===== src/rtl/sclk_div_pkg.sv =====
package sclk_div_pkg;

  typedef enum logic {
    DIV_POW2   = 1'b0,
    DIV_LINEAR = 1'b1
  } div_mode_e;

  // Width needed to hold the largest half-period of either mode.
  function automatic int half_width(input int lin_w, input int exp_w);
    int lin_bits;
    int pow_bits;
    lin_bits = lin_w + 1;
    pow_bits = (1 << exp_w) - 1 + 1;
    return (lin_bits > pow_bits) ? lin_bits : pow_bits;
  endfunction

endpackage


===== src/rtl/sclk_div_cfg_hold.sv =====
module sclk_div_cfg_hold
  import sclk_div_pkg::*;
#(
  parameter int LIN_W = 8,
  parameter int EXP_W = 4,
  localparam int CFG_W = LIN_W + EXP_W + 1,
  localparam int HW    = half_width(LIN_W, EXP_W)
) (
  input  logic             clk,
  input  logic             rst_n,
  input  logic             xfer_active,
  input  logic [CFG_W-1:0] cfg_in,
  output logic [HW-1:0]    half_len
);

  logic             running_q;
  logic [CFG_W-1:0] shadow_q;
  logic [CFG_W-1:0] eff_cfg;
  logic [LIN_W-1:0] lin_n;
  logic [EXP_W-1:0] exp_m;
  div_mode_e        mode;

  // Shadow follows the input until the first active edge, then freezes.
  always_ff @(posedge clk or negedge rst_n) begin
    if (!rst_n) begin
      running_q <= 1'b0;
      shadow_q  <= '0;
    end else begin
      running_q <= xfer_active;
      if (!running_q) shadow_q <= cfg_in;
    end
  end

  // In the first active cycle the live input is used directly.
  assign eff_cfg = running_q ? shadow_q : cfg_in;
  assign lin_n   = eff_cfg[LIN_W-1:0];
  assign exp_m   = eff_cfg[LIN_W +: EXP_W];
  assign mode    = div_mode_e'(eff_cfg[CFG_W-1]);

  always_comb begin
    if (mode == DIV_LINEAR) half_len = HW'(lin_n) + HW'(1);
    else                    half_len = HW'(1) << exp_m;
  end

endmodule


===== src/rtl/sclk_div_counter.sv =====
module sclk_div_counter #(
  parameter int HW = 16
) (
  input  logic          clk,
  input  logic          rst_n,
  input  logic          xfer_active,
  input  logic [HW-1:0] half_len,
  output logic          tick
);

  logic [HW-1:0] cnt_q;

  assign tick = xfer_active && (cnt_q == (half_len - HW'(1)));

  always_ff @(posedge clk or negedge rst_n) begin
    if (!rst_n)           cnt_q <= '0;
    else if (!xfer_active) cnt_q <= '0;
    else if (tick)        cnt_q <= '0;
    else                  cnt_q <= cnt_q + HW'(1);
  end

endmodule


===== src/rtl/sclk_div_edge.sv =====
module sclk_div_edge (
  input  logic clk,
  input  logic rst_n,
  input  logic xfer_active,
  input  logic tick,
  output logic sclk,
  output logic tgl_en,
  output logic rise_stb,
  output logic fall_stb
);

  logic sclk_q;

  always_ff @(posedge clk or negedge rst_n) begin
    if (!rst_n)            sclk_q <= 1'b0;
    else if (!xfer_active) sclk_q <= 1'b0;
    else if (tick)         sclk_q <= ~sclk_q;
  end

  assign sclk     = sclk_q;
  assign tgl_en   = tick;
  assign rise_stb = tick & ~sclk_q;
  assign fall_stb = tick &  sclk_q;

endmodule


===== src/rtl/sclk_divider.sv =====
module sclk_divider
  import sclk_div_pkg::*;
#(
  parameter int LIN_W = 8,
  parameter int EXP_W = 4,
  localparam int CFG_W = LIN_W + EXP_W + 1,
  localparam int HW    = half_width(LIN_W, EXP_W)
) (
  input  logic             clk,
  input  logic             rst_n,
  input  logic             xfer_active,
  input  logic [CFG_W-1:0] div_cfg,
  output logic             sclk,
  output logic             tgl_en,
  output logic             rise_stb,
  output logic             fall_stb
);

  logic [HW-1:0] half_len;
  logic          tick;

  sclk_div_cfg_hold #(.LIN_W(LIN_W), .EXP_W(EXP_W)) u_cfg (
    .clk         (clk),
    .rst_n       (rst_n),
    .xfer_active (xfer_active),
    .cfg_in      (div_cfg),
    .half_len    (half_len)
  );

  sclk_div_counter #(.HW(HW)) u_cnt (
    .clk         (clk),
    .rst_n       (rst_n),
    .xfer_active (xfer_active),
    .half_len    (half_len),
    .tick        (tick)
  );

  sclk_div_edge u_edge (
    .clk         (clk),
    .rst_n       (rst_n),
    .xfer_active (xfer_active),
    .tick        (tick),
    .sclk        (sclk),
    .tgl_en      (tgl_en),
    .rise_stb    (rise_stb),
    .fall_stb    (fall_stb)
  );

endmodule


===== config.mk =====
export PLATFORM = sky130hd
export DESIGN_NAME = sclk_divider
export DESIGN_NICKNAME = d
export VERILOG_FILES = /design/src/rtl/sclk_div_pkg.sv /design/src/rtl/sclk_div_cfg_hold.sv /design/src/rtl/sclk_div_counter.sv /design/src/rtl/sclk_div_edge.sv /design/src/rtl/sclk_divider.sv
export SDC_FILE = /design/constraint.sdc
export NUM_CORES = 1
export LEC_CHECK = 0
export ABC_CLOCK_PERIOD_IN_PS = 8850
export BUFFER_PORTS_ARGS = -buffer_cell sky130_fd_sc_hd__buf_2
export CORE_ASPECT_RATIO = 1.1
export CORE_MARGIN = 4
export CORE_UTILIZATION = 40
export CTS_CLUSTER_SIZE = 24
export DETAILED_ROUTE_END_ITERATION = 12
export GPL_TIMING_DRIVEN = 0
export PLACE_DENSITY = 0.64
export REMOVE_ABC_BUFFERS = 1
export SYNTH_ARGS = -nofsm -noshare
export SYNTH_HDL_FRONTEND = slang
export SYNTH_SLANG_ARGS = --single-unit

===== constraint.sdc =====
create_clock -name clk -period 8.85 [get_ports clk]
set_input_delay 1.77 -clock clk [delete_from_list [all_inputs] [get_ports clk]]
set_output_delay 1.77 -clock clk [all_outputs]
set_load 0.03 [all_outputs]

# ---- Word level (Yosys, flattened, before mapping)
# Index checks and enable logic that the tools add are counted.
dict set report op_classes {
  reduce_logical 1
  eq_ne 2
  n_addsub 3
  mux 6
  bitwise 3
  shift 1
}
# cell count
set op_table {}
lappend op_table {{two-way mux 16 bit} 3}
lappend op_table {{adder 16 x 1 -> 16 bit (second input constant)} 1}
lappend op_table {{equality test 16 bit} 1}
lappend op_table {{<< shifter 1 x 4 -> 16 bit (first input constant)} 1}
lappend op_table {{subtractor 16 x 1 -> 16 bit (second input constant)} 1}
lappend op_table {{two-way mux 13 bit} 1}
lappend op_table {{adder 8 x 1 -> 9 bit (second input constant)} 1}
lappend op_table {{AND 1 bit} 2}
lappend op_table {{two-way mux 1 bit} 2}
lappend op_table {{!= test 2 x 1 -> 1 bit (second input constant)} 1}
lappend op_table {{logical AND 1 bit} 1}
lappend op_table {{inverter 1 bit} 1}
dict set report word_totals {
  elab_cells 20
  input_bits 16
  reg_bits 31
}

# ---- Longest topological paths before layout
# Gate-level depths: netlist of run 1.
dict set report depth {
  ltp_word 8
  ltp_mapped 19
  ltp_nobuf 12
}

# ---- Cells and area by module
# From an unflattened synthesis of run 1, not the netlist that was laid out.
dict set report hier_totals {
  hier_cells 270
  area_unflattened_um2 2398.6
}
# mod cells_per_inst area_per_inst_um2 seq_area_each_um2 instances
set modules_own_cells {}
lappend modules_own_cells {sclk_div_counter 175 1436.4 400.4 1}
lappend modules_own_cells {sclk_div_cfg_hold 89 894.6 350.3 1}
lappend modules_own_cells {sclk_div_edge 6 67.6 25.0 1}

# ---- Least setup slack after synthesis of run 1
# Ideal clock, no wire load.
dict set report synth_path {
  path_type {input port to output port}
  startpoint {in div_cfg[12]}
  endpoint {out fall_stb}
  stages 9
  arrival_time_ns 5.348
  path_slack_ns 1.732
  n_path_buf 0
  cell_sequence {or4b_1 -> and2_2 -> o221ai_2 -> xor3_1 -> or4_1 -> a211o_1 -> a211o_1 -> or4_4 -> nor3_1}
}
dict set report synth_via {
  elab_chain_cells 6
}
# item line
set synth_lines {}
lappend synth_lines {{start, declared} sclk_divider.sv:12} ;# input logic [CFG_W-1:0] div_cfg,
lappend synth_lines {{two-way mux 13 bit} --}
lappend synth_lines {{two-way mux 16 bit} sclk_div_cfg_hold.sv:41} ;# if (mode == DIV_LINEAR) half_len = HW'(lin_n) + HW'(1);
lappend synth_lines {{subtractor 16 x 1 -> 16 bit} sclk_div_counter.sv:13} ;# assign tick = xfer_active && (cnt_q == (half_len - HW'(1)));
lappend synth_lines {{equality test 16 bit} sclk_div_counter.sv:13}
lappend synth_lines {{logical AND 1 bit} sclk_div_counter.sv:13}
lappend synth_lines {{AND 1 bit} sclk_div_edge.sv:23} ;# assign fall_stb = tick & sclk_q;
lappend synth_lines {{end, declared} sclk_divider.sv:16} ;# output logic fall_stb
# No other way between the ends.

# ---- Final worst setup path of run 1
dict set report layout_path {
  startpoint {in div_cfg[0]}
  endpoint {out rise_stb}
}
dict set report layout_via {
  elab_chain_cells 7
}
# item line
set layout_lines {}
lappend layout_lines {{two-way mux 13 bit} --}
lappend layout_lines {{named net u_cfg.eff_cfg[0]} sclk_div_cfg_hold.sv:18} ;# logic [CFG_W-1:0] eff_cfg;
lappend layout_lines {{adder 8 x 1 -> 9 bit} sclk_div_cfg_hold.sv:41}
lappend layout_lines {{two-way mux 16 bit} sclk_div_cfg_hold.sv:41}
lappend layout_lines {{subtractor 16 x 1 -> 16 bit} sclk_div_counter.sv:13}
lappend layout_lines {{equality test 16 bit} sclk_div_counter.sv:13}
lappend layout_lines {{logical AND 1 bit} sclk_div_counter.sv:13}
lappend layout_lines {{AND 1 bit} sclk_div_edge.sv:22} ;# assign rise_stb = tick & ~sclk_q;
lappend layout_lines {{end, declared} sclk_divider.sv:15} ;# output logic rise_stb,
# The timed path passes the listed nets, and every way through them passes these cells.

==> results.md, run 1 <==
- Unrepaired setup endpoints after global routing: false
- Crit path DAT: 5.45 ns
- Internal power of the cells: 0.0002690 W
- Hold_ws: 0.5606 ns
- Pin count of the biggest net entering global routing: 47
- Overall Global Routing Usage: 0.1614
- Via count of the first global-routing pass: 2191
- Yosys warns: 0
- Seq/Total Area, Yosys: 0.2943
- Worst skew pair latency: 0.28 ns
- Met3 Use GR: 0.03348
- Synthesis-to-finish area growth: 7.736%
- H-tree Lvls: 2
- Total leakage power: 1.168 nW
- Total power per unit cell area: 139.9 nW/µm²
- Min cycle time layout: 7.224 ns
- Final sum of negative setup slack: 0 ns
- Proportion of power drawn by the clock network: 0.312
- Type of element launching the critical path: input pin
- Actual transition at the worst max-transition pin: 1.317 ns
- Global-route met1 utilization: 0.2061
- Buffer count from post-CTS setup fixing: 0
- Row Count: 30
- Fraction of power spent switching nets: 0.3230
- Largest stage delay on the critical path: 0.89 ns
- Relative slew margins: 0.1217
- Starting density of the core: 0.4206
- Most heavily used metal layer in global routing: met2
- Dominant cell type by count on the critical path: buf_2
- Number of nets with antenna violations after routing: 0
- Die Span X: 85.41 µm
- Biggest fanout along the worst timing path: 8
- Sequential fraction of design power: 0.406
- Nature of the critical path endpoint: primary output
- First-pass GRT wire length: 10.35 mm
- Via count normalized by instance count: 5.817
- Number of storage elements in the synthesis netlist: 31
- Worst hold-check path type: reg2reg
- Final number of max-transition violations: 0
- Largest clock skew in the final design: 0.009820 ns
- Pre-CTS setup slack: 1.604 ns
- CP required: 7.08 ns
- Count of port buffers added during placement: 19
- Most common cell after layout, fill and taps aside: nor2_1
- Mean instance size in the synthesized netlist: 8.967 µm²
- Total of max-cap violations: 0
- # IOs: 20
- # hold bufs at CTS: 0
- Clk root buf: clkbuf_8
- CORE AREA: 6269 µm²
- Synthesized instance count: 294
- Final nets: 331
- Result of the run: completed
- Final count of hold timing violations: 0
- Post-cts repair resize count: 0
- Routed wire per std cell: 15.75 µm
- Commonest non-fill, non-tap cells in the layout: nor2_1 (32), dfrtp_1 (31), nand2_1 (25)
- Global-route track usage on met2: 0.2675
- IR drop worst, VDD: 0.00005226 V
- Iteration count of the initial detailed-routing pass: 4
- Leading post-synthesis cells by cell area: dfrtp_1 (29%), xor2_1 (5.6%), xnor2_1 (4.7%)
- Share of the clock period used by the worst path: 0.8163
- Die footprint: 7955 µm²
- Cell breakdown of the critical path: buf_2 > inv_1 > o21ai_0 > ha_1 > xnor2_1 > a2bb2oi_1 > o211ai_1 > nor4_1 > nand2_1 > a211o_1 > or4_4 > nor3_1 > buf_2
- Achievable clock frequency: 138.4 MHz
- Setup violation total in the final timing report: 0
- Detailed-route via count: 2286
- DR iter-0 viols: 134
- Total DRC errors in the routed layout: 0
- Wire length after detailed routing: 6.188 mm
- Area share of the largest cell type after synthesis: 0.2943
- Clock tree buffer depth: 2
- Ant. Diodes: 0
- Number of flops mapped to enable cells by yosys: 0
- Main synth FF type: dfrtp_1
- Fraction of final layout cells with drive strength greater than 1: 0.1470
- Power dissipated by switching net loads: 0.0001283 W
- CTS tree: yes
- Number of distinct library cell variants in the gate-level netlist after synthesis: 66
- Clock buffers created by TritonCTS: 5
- Post-Synthesis Cell Area: 2636 µm²
- Die Y: 93.15 µm
- Final weighted congestion in routability-driven placement: 0.8168
- Gate power share: 0.283
- Critical setup path kind: in2out
- Smallest setup slack after layout: 1.626 ns
- Library cell with the largest summed area after synthesis: dfrtp_1
- HPWL after DPL: 4.646 mm
- CTS sink count: 31
- Grt total ovfl: 0
- Antenna violations before repair: 0
- Master of the slowest instance on the critical path: nor4_1
- Worst-path clk slew: 0.06 ns
- FFs w/ async S/R, synth: 1.000
## cell type report
class	instances	area, µm²
clock buffer	8	100.1
multi-input combinational	247	1739
inverter	8	30.03
tap	80	100.1
fill	625	3428
sequential	31	775.7
timing repair buffer	19	95.09
## kinds of logic after synthesis
| kind of cell | Yosys count | share of synthesized area |
|---|---|---|
| AND/OR/NAND/NOR | 136 | 0.2947 |
| AO/OA/AOI/OAI | 58 | 0.1618 |
| XOR/XNOR | 33 | 0.1205 |
| flip-flops | 31 | 0.2943 |
| multiplexers | 17 | 0.06835 |
| buffers and inverters | 16 | 0.04603 |
| adder cells (fa/ha/maj) | 3 | 0.01424 |
## worst max-delay path, delay by kind of cell
family | cells | cell delay (ns)
simple gates | 4 | 1.76
buf+inv | 3 | 0.41
compound gates | 4 | 0.98
xor+xnor | 1 | 0.18
fa+ha+maj | 1 | 0.34
## path summary, 6_finish.rpt
check,depth (start not counted),endpoint,slack [ns],start
worst min-delay path,1,u_cfg.shadow_q[5],0.56,u_cfg.shadow_q[5]
worst min register to register,1,u_cfg.shadow_q[5],0.56,u_cfg.shadow_q[5]
min in group asynchronous,1,u_cfg.shadow_q[12],1.53,rst_n
worst max register to register,10,u_cnt.cnt_q[5],3.72,u_cfg.running_q
worst max-delay path,13,rise_stb,1.63,div_cfg[0]
max in group asynchronous,1,u_cnt.cnt_q[6],6.85,rst_n
## Yosys cell counts, drive strengths merged (2+ instances only)
library cell and instances:
and2 3, nor4 5, xnor2 14, and3b 2, inv 8, and4 4
or2 2, nor2b 3, o22ai 6, nand4 4, a22oi 2, o21bai 3
nand3b 2, xor2 17, nand4b 4, nand2 25, or3b 2, or4 3
a211oi 2, mux2 8, nand2b 4, or3 2, ha 3, buf 7
and3 8, or4b 2, nand3 12, a21oi 12, nor3b 3, mux2i 9
nor2 32, o21ai 8, a211o 3, a31oi 6, o211ai 5, dfrtp 31
nor3 6, and4b 5
## stage by stage
step                      total power (W)  cells  area [µm²]    util
after floorplan                 0.0002448    286        2545       -
after global placement          0.0002728    385        2740  0.4371
after detailed placement        0.0002749    385        2740  0.4371
after CTS                       0.0004000    393        2840  0.4531
after global routing            0.0004200    393        2840  0.4531
final                           0.0003973    393        2840  0.4531
## registers in the layout, indices dropped and copies added (netlist names)
| register | count |
|---|---|
| u_cfg.running_q | 1 |
| u_cfg.shadow_q | 13 |
| u_cnt.cnt_q | 16 |
| u_edge.sclk | 1 |
## per-layer routing
layer	wire (µm)	up-vias
met5	0	-
met4	123	0
met3	279	11
met2	2872	55
met1	2914	1089
li1	-	1131
## power groups by stage
stage / clock network [W] / registers (W) / logic (W)
3_3_place_gp: 0 / 0.000163 / 0.000110
6_report: 0.000124 / 0.000161 / 0.000112
3_5_place_dp: 0 / 0.000163 / 0.000112
5_1_grt: 0.000134 / 0.000162 / 0.000124
4_1_cts: 0.000127 / 0.000161 / 0.000112
2_1_floorplan: 0 / 0.000160 / 0.0000851
Note: power is estimated with default switching activity, not from simulation.
==> run 2, diff against run 1 <==
ABC_CLOCK_PERIOD_IN_PS = 6000   (was 8850)
PLACE_DENSITY = 0.66   (was 0.64)
clock period = 6 ns   (was 8.85 ns; I/O delays follow)
==> run 2 against run 1 <==
Against the previous run: clock power rose by 23%; clock-buffer cell count fell by 2; total power rose by 43%; register-to-register slack got worse by 2.1 ns; sequential power rose by 48%; hold slack got worse by 0.011 ns; largest cell class unchanged; critical endpoint unchanged; sequential share of layout area fell by 0.55 points; non-clock buffer count rose by 1; routed wire length rose by 0.87%; sequential cell count did not move.
==> results.md, run 2 (synthesized netlist as in run 1, its figures left out) <==
- Cell breakdown of the critical path: buf_2 > or4b_4 > o2bb2a_4 > a21oi_1 > ha_2 > xnor2_2 > xnor2_1 > or4_1 > a211o_1 > a211o_1 > or4_4 > nor3_2 > buf_4 (was buf_2 > inv_1 > o21ai_0 > ha_1 > xnor2_1 > a2bb2oi_1 > o211ai_1 > nor4_1 > nand2_1 > a211o_1 > or4_4 > nor3_1 > buf_2)
- Total instance count after detailed placement: 385 (unchanged)
- Clock buffers created by TritonCTS: 5 (unchanged)
- HPWL after DPL: 4.628 mm (was 4.646 mm)
- Critical setup path kind: in2out (unchanged)
- Largest clock skew in the final design: 0.01008 ns (was 0.009820 ns)
- Largest register by flop count: u_cnt.cnt_q (unchanged)
- Worst hold-check path type: reg2reg (unchanged)
- Overall Global Routing Usage: 0.1632 (was 0.1614)
- CTS tree: yes (unchanged)
- Share of the clock period used by the worst path: 0.9714
- Grt total ovfl: 0 (unchanged)
- Fraction of final layout cells with drive strength greater than 1: 0.1827 (was 0.1470)
- Final weighted congestion in routability-driven placement: 0.8293 (was 0.8168)
- Relative slew margins: 0.4681 (was 0.1217)
- H-tree Lvls: 2 (unchanged)
- Hold path start: u_cfg.shadow_q[1] (was u_cfg.shadow_q[5])
- Row Count: 30 (unchanged)
- Commonest non-fill, non-tap cells in the layout: nor2_1 (32), dfrtp_1 (30), nand2_1 (25) (was nor2_1 (32), dfrtp_1 (31), nand2_1 (25))
- Min cycle time layout: 5.829 ns
- CORE AREA: 6269 µm² (unchanged)
- Detailed-route via count: 2265 (was 2286)
- Achievable clock frequency: 171.6 MHz
- CTS sink count: 31 (unchanged)
- Final nets: 332 (was 331)
- Ant. Diodes: 0 (unchanged)
- Worst skew pair latency: 0.28 ns (about the same)
- Internal power of the cells: 0.0003770 W (was 0.0002690 W)
- Count of port buffers added during placement: 19 (unchanged)
- Pin count of the biggest net entering global routing: 47 (unchanged)
- Final number of max-transition violations: 0 (unchanged)
- Gate power share: 0.313 (was 0.283)
- Fraction of power spent switching nets: 0.3366 (was 0.3230)
- Die Y: 93.15 µm (unchanged)
- Final Non-Filler Cells: 392 (was 393)
- Result of the run: completed (unchanged)
- Total leakage power: 1.176 nW (was 1.168 nW)
- # IOs: 20 (unchanged)
- Layout Cell Area excl Fill: 2913 µm² (was 2840 µm²)
- Total of max-cap violations: 0 (unchanged)
- Actual transition at the worst max-transition pin: 0.7951 ns (was 1.317 ns)
- Die Span X: 85.41 µm (unchanged)
- Total placed instance area: 2740 µm² (unchanged)
- Biggest fanout along the worst timing path: 8 (unchanged)
- Setup violation total in the final timing report: 0 (unchanged)
- Largest stage delay on the critical path: 0.58 ns (was 0.89 ns)
- Flip-flop count of the largest register after layout: 16 (unchanged)
- # hold bufs at CTS: 0 (unchanged)
- Sequential fraction of design power: 0.419 (was 0.406)
- Total power per unit cell area: 195.1 nW/µm² (was 139.9 nW/µm²)
- Total DRC errors in the routed layout: 0 (unchanged)
- Most common cell after layout, fill and taps aside: nor2_1 (unchanged)
- Clk root buf: clkbuf_8 (unchanged)
- Hold_ws: 0.5492 ns (was 0.5606 ns)
- Number of nets with antenna violations after routing: 0 (unchanged)
- Final count of hold timing violations: 0 (unchanged)
- Regs by FF count: u_cnt.cnt_q x16, u_cfg.shadow_q x13 (unchanged)
- Routed wire per std cell: 15.92 µm (was 15.75 µm)
- Starting density of the core: 0.4206 (unchanged)
- Worst setup path start: div_cfg[12] (was div_cfg[0])
- Wire length after detailed routing: 6.242 mm (was 6.188 mm)
- R2R Path Start: u_cfg.running_q (unchanged)
- Synthesis-to-finish area growth: 10.49% (was 7.736%)
- Iteration count of the initial detailed-routing pass: 4 (unchanged)
- Dominant cell type by count on the critical path: a211o_1 (was buf_2)
- Via count of the first global-routing pass: 2171 (was 2191)
- Antenna violations before repair: 0 (unchanged)
- First-pass GRT wire length: 10.45 mm (was 10.35 mm)
- Nature of the critical path endpoint: primary output (unchanged)
- Worst-path clk slew: 0.07 ns (was 0.06 ns)
- DR iter-0 viols: 190 (was 134)
- Type of element launching the critical path: input pin (unchanged)
- IR drop worst, VDD: 0.00007895 V (was 0.00005226 V)
- CP required: 4.80 ns (was 7.08 ns)
- Unrepaired setup endpoints after global routing: false (unchanged)
- Master of the slowest instance on the critical path: or4_4 (was nor4_1)
- Die footprint: 7955 µm² (unchanged)
- Via count normalized by instance count: 5.778 (was 5.817)
- Power dissipated by switching net loads: 0.0001913 W (was 0.0001283 W)
- Clock tree buffer depth: 2 (unchanged)
- Crit path DAT: 4.63 ns (was 5.45 ns)
- Proportion of power drawn by the clock network: 0.268 (was 0.312)
-- run 2: cell types whose count changed in the layout (fill, tap and decap cells not counted), sizes merged --
cell	delta
clkbuf	-2
buf	+1
-- run 2: power groups by stage --
stage          sequential (W)  combinational (W)  clock [W]
3_3_place_gp         0.000240           0.000162          0
6_report             0.000238           0.000178   0.000152
3_5_place_dp         0.000241           0.000165          0
5_1_grt              0.000240           0.000198   0.000164
4_1_cts              0.000237           0.000169   0.000156
2_1_floorplan        0.000236           0.000126          0
-- run 2: cell type report --
cell class / instances / area (µm²)
sequential: 31 / 779.5
tap: 80 / 100.1
fill: 611 / 3356
timing repair buffer: 20 / 107.6
clock buffer: 6 / 72.57
inverter: 8 / 30.03
multi-input combinational: 247 / 1823
-- run 2: worst max-delay path, delay by kind of cell --
family	cells	cell delay, ns
fa+ha+maj	1	0.21
simple gates	4	1.75
compound gates	4	0.84
buf+inv	2	0.35
xor+xnor	2	0.26
-- run 2: per-stage QoR --
step	power (W)	setup WS [ns]	TNS, ns	utilization
3_3_place_gp	0.0004019	-0.08676	-0.1934	0.4371
2_1_floorplan	0.0003611	0.02215	0	-
6_report	0.0005683	0.1714	0	0.4647
5_1_grt	0.0006032	0.003350	0	0.4647
4_1_cts	0.0005616	0.005531	0	0.4529
3_5_place_dp	0.0004054	-0.2434	-0.6387	0.4371
-- run 2: repair_timing --
item / CTS / global route
buffers inserted: 0 / 1
gates resized for setup: 4 / 15
setup endpoints to repair: 3 / 3
pin swaps: 0 / 2
-- run 2: per-layer routing --
| metal | global-route usage | wire (µm) | part of all wire | vias to the layer above |
|---|---|---|---|---|
| met3 | 0.03260 | 223 | 0.036 | 12 |
| met4 | 0.05541 | 130 | 0.021 | 0 |
| li1 | - | - | - | 1129 |
| met1 | 0.2225 | 2913 | 0.47 | 1083 |
| met2 | 0.2571 | 2975 | 0.48 | 41 |
| met5 | 0 | 0 | 0 | - |
-- run 2: worst paths after layout --
path,end,slack [ns],depth (start not counted)
worst max register to register,u_cnt.cnt_q[4],1.66,10
min in group asynchronous,u_cfg.shadow_q[11],0.95,1
worst max-delay path,rise_stb,0.17,13
worst min-delay path,u_cfg.shadow_q[1],0.55,1
max in group asynchronous,u_cfg.running_q,4.51,1
worst min register to register,u_cfg.shadow_q[1],0.55,1
==> run 3, diff against run 2 <==
ABC_AREA = 1   (was not set)
==> run 3 against run 2 <==
Against the previous run: utilization is 1.0 points lower; global-route usage is 2.5 points lower; hold slack worse by 0.050 ns; first-iteration DRC count is 55% lower; clock-buffer cell count is 2 higher; critical path depth is 7 higher; sequential power is 5% lower; clock skew is 0.0069 ns lower; critical endpoint is now fall_stb; final cell count is 27% higher; area after synthesis is 2.0% lower; fmax is 19% higher; worst setup slack better by 0.91 ns.
==> results.md, run 3 <==
- Mean instance size in the synthesized netlist: 6.541 µm² (was 8.967 µm²)
- Leading post-synthesis cells by cell area: dfrtp_1 (30%), nand2_1 (17%), inv_1 (8.1%) (was dfrtp_1 (29%), xor2_1 (5.6%), xnor2_1 (4.7%))
- Biggest fanout along the worst timing path: 6 (was 8)
- Most frequently used cell type in the post-synthesis netlist: nand2_1 (was nor2_1)
- Type of element launching the critical path: input pin (unchanged)
- Synthesized instance count: 395 (was 294)
- Grt total ovfl: 0 (unchanged)
- Terminus of the critical flop-to-flop path: u_cnt.cnt_q[3] (was u_cnt.cnt_q[4])
- Master of the slowest instance on the critical path: o21ai_2 (was or4_4)
- Antenna violations before repair: 0 (unchanged)
- Clk root buf: clkbuf_8 (unchanged)
- First-pass GRT wire length: 8.990 mm (was 10.45 mm)
- DR iter-0 viols: 85 (was 190)
- Nature of the critical path endpoint: primary output (unchanged)
- Global-route track usage on met2: 0.2415 (was 0.2571)
- Total power per unit cell area: 203.6 nW/µm² (was 195.1 nW/µm²)
- Number of nets with antenna violations after routing: 0 (unchanged)
- Routed wire per std cell: 10.18 µm (was 15.92 µm)
- Detailed-route via count: 2283 (was 2265)
- Pre-CTS setup slack: 1.035 ns (was -0.2434 ns)
- Starting density of the core: 0.4147 (was 0.4206)
- Setup violation total in the final timing report: 0 (unchanged)
- Worst setup path start: div_cfg[12] (unchanged)
- Worst-path clk slew: 0.06 ns (was 0.07 ns)
- CORE AREA: 6231 µm² (was 6269 µm²)
- Final number of max-transition violations: 0 (unchanged)
- IR drop worst, VDD: 0.00008410 V (was 0.00007895 V)
- Number of flops mapped to enable cells by yosys: 0 (unchanged)
- Unrepaired setup endpoints after global routing: false (unchanged)
- CTS sink count: 31 (unchanged)
- Final count of hold timing violations: 0 (unchanged)
- Pin count of the biggest net entering global routing: 32 (was 47)
- Via count normalized by instance count: 4.584 (was 5.778)
- Min cycle time layout: 4.918 ns (was 5.829 ns)
- Die Span X: 84.63 µm (was 85.41 µm)
- CP required: 4.80 ns (about the same)
- Met3 Use GR: 0.02491 (was 0.03260)
- Die footprint: 7811 µm² (was 7955 µm²)
- Power after layout: 0.0005763 W (was 0.0005683 W)
- Largest clock skew in the final design: 0.003182 ns (was 0.01008 ns)
- Hold Path Cell Cnt: 2 (was 1)
- Total of max-cap violations: 0 (unchanged)
- Share of the clock period used by the worst path: 0.8197 (was 0.9714)
- Via count of the first global-routing pass: 2099 (was 2171)
- # IOs: 20 (unchanged)
- Ant. Diodes: 0 (unchanged)
- CTS tree: yes (unchanged)
- Depth of the worst register-to-register path: 21 (was 10)
- Number of gates on the worst path with buffers counted: 20 (was 13)
- Regs by FF count: u_cnt.cnt_q x16, u_cfg.shadow_q x13 (unchanged)
- Actual transition at the worst max-transition pin: 0.6782 ns (was 0.7951 ns)
- H-tree Lvls: 2 (unchanged)
- Post-Synthesis Cell Area: 2584 µm² (was 2636 µm²)
- Commonest non-fill, non-tap cells in the layout: nand2_1 (117), inv_1 (56), nor2_1 (49) (was nor2_1 (32), dfrtp_1 (30), nand2_1 (25))
- Most heavily used metal layer in global routing: met2 (unchanged)
- Critical setup path kind: in2out (unchanged)
- Setup slack on the worst flop-to-flop path: 2.59 ns (was 1.66 ns)
- Achievable clock frequency: 203.3 MHz (was 171.6 MHz)
- Die Y: 92.29 µm (was 93.15 µm)
- Row Count: 30 (unchanged)
- Wire length after detailed routing: 5.069 mm (was 6.242 mm)
- Most common cell after layout, fill and taps aside: nand2_1 (was nor2_1)
- Smallest setup slack after layout: 1.082 ns (was 0.1714 ns)
- Overall Global Routing Usage: 0.1386 (was 0.1632)
- Total DRC errors in the routed layout: 0 (unchanged)
- Commonest cells in the synthesized netlist: nand2_1 (117), inv_1 (56), nor2_1 (49) (was nor2_1 (32), dfrtp_1 (31), nand2_1 (25))
- Global-route met1 utilization: 0.1656 (was 0.2225)
- R2R Path Start: u_cfg.running_q (unchanged)
- Worst hold-check path type: reg2reg (unchanged)
- Yosys warns: 0 (unchanged)
- Flip-flop count of the largest register after layout: 16 (unchanged)
- Seq/Total Area, Yosys: 0.3002 (was 0.2943)
- Endpoint, Worst Hold: u_cfg.shadow_q[4] (was u_cfg.shadow_q[1])
- Iteration count of the initial detailed-routing pass: 4 (unchanged)
- Count of port buffers added during placement: 19 (unchanged)
- Number of distinct library cell variants in the gate-level netlist after synthesis: 30 (was 66)
- Largest register by flop count: u_cnt.cnt_q (unchanged)
- HPWL after DPL: 4.153 mm (was 4.628 mm)
- Final weighted congestion in routability-driven placement: 0.8280 (was 0.8293)
- Main synth FF type: dfrtp_1 (unchanged)
- Clock buffers created by TritonCTS: 5 (unchanged)
- Post-cts repair resize count: 0 (was 4)
- Library cell with the largest summed area after synthesis: dfrtp_1 (unchanged)
- Final nets: 436 (was 332)
- FFs w/ async S/R, synth: 1.000 (unchanged)
- Fraction of final layout cells with drive strength greater than 1: 0.1842 (was 0.1827)
- Final sum of negative setup slack: 0 ns (unchanged)
- Synthesis-to-finish area growth: 9.540% (was 10.49%)
- Clock tree buffer depth: 2 (unchanged)
- Hold path start: u_cfg.shadow_q[4] (was u_cfg.shadow_q[1])
- Buffer count from post-CTS setup fixing: 0 (unchanged)
- Crit path DAT: 3.72 ns (was 4.63 ns)
- Result of the run: completed (unchanged)
- Relative slew margins: 0.5479 (was 0.4681)
- Critical path buffer and inverter count: 3 (was 2)
- Largest stage delay on the critical path: 0.26 ns (was 0.58 ns)
- Area share of the largest cell type after synthesis: 0.3002 (was 0.2943)
- Total leakage power: 1.473 nW (was 1.176 nW)
- Cell breakdown of the critical path: buf_2 > o21ai_2 > nand2_1 > nor2_1 > nor2_2 > ha_1 > xnor2_1 > inv_1 > nand2_1 > nand3_1 > a21oi_1 > nand2_1 > nor2_1 > nand2_1 > nor2_1 > nand3_1 > nor2_1 > nand2_1 > nor2_1 > buf_2 (was buf_2 > or4b_4 > o2bb2a_4 > a21oi_1 > ha_2 > xnor2_2 > xnor2_1 > or4_1 > a211o_1 > a211o_1 > or4_4 > nor3_2 > buf_4)
- Dominant delay contributor by cell family on the critical path: simple AND/OR/NAND/NOR gates (unchanged)
- # hold bufs at CTS: 0 (unchanged)
- Worst skew pair latency: 0.28 ns (about the same)
- Number of storage elements in the synthesis netlist: 31 (unchanged)
==> run 3: cells by family (layout without fill, tap and decap cells) <==
family / Yosys count / after routing / share of synthesized area
buffers and inverters: 65 / 88 / 0.1085
DFF: 31 / 31 / 0.3002
and+or+nand+nor: 260 / 260 / 0.4649
adders and majority gates: 3 / 3 / 0.01453
AOI/OAI and AO/OA: 13 / 13 / 0.03390
xor gates and xnor gates: 23 / 23 / 0.07796
==> run 3: how the worst max path moves through the flow <==
stage | endpoint | slack (ns)
finish | fall_stb | 1.08
global route | fall_stb | 0.69
CTS | fall_stb | 1.03
detailed placement | fall_stb | 1.03
global placement | fall_stb | 1.07
floorplan | fall_stb | 1.35
==> run 3: metrics by stage <==
step	utilization	hold slack (ns)	instances	area, µm²
6_report	0.4542	0.4991	498	2830
5_1_grt	0.4542	0.5403	498	2830
4_1_cts	0.4542	0.5026	498	2830
3_5_place_dp	0.4382	0.4838	490	2730
3_3_place_gp	0.4382	0.4819	490	2730
2_1_floorplan	-	0.4673	391	2535
==> run 3: layout make-up <==
cell class	instances	area (µm²)
Multi-Input combinational cell	299	1528
Inverter	61	231.5
Fill cell	681	3401
Clock buffer	8	100.1
Tap cell	80	100.1
Timing Repair Buffer	19	95.09
Sequential cell	31	775.7
==> run 3: where the power goes <==
part	internal (W)	switching, W
registers	0.000219	0.00000634
logic	0.0000584	0.000112
clock network	0.000105	0.0000755
total	0.000382	0.000194
==> run 3: worst reg2reg max path, stage by stage, from the launching register on <==
cell,delay (ns)
dfrtp_1,0.71
inv_4,0.21
nand2_2,0.11
nand2_2,0.09
ha_1,0.30
inv_1,0.05
nor2_1,0.04
nor2_2,0.16
ha_1,0.21
nand3_1,0.11
nor2_1,0.14
nand2_1,0.12
nor2_4,0.16
nand3_1,0.10
nand2_1,0.08
nand2_1,0.05
nor2_1,0.14
nand2_1,0.08
nor2_2,0.09
nand2_2,0.07
nand2_4,0.20
nor2_1,0.08
==> run 3: metal layers <==
metal / vias to the layer above / wire length (µm)
met1: 990 / 2319
met3: 15 / 144
met5: - / 0
li1: 1245 / -
met2: 33 / 2442
met4: 0 / 163
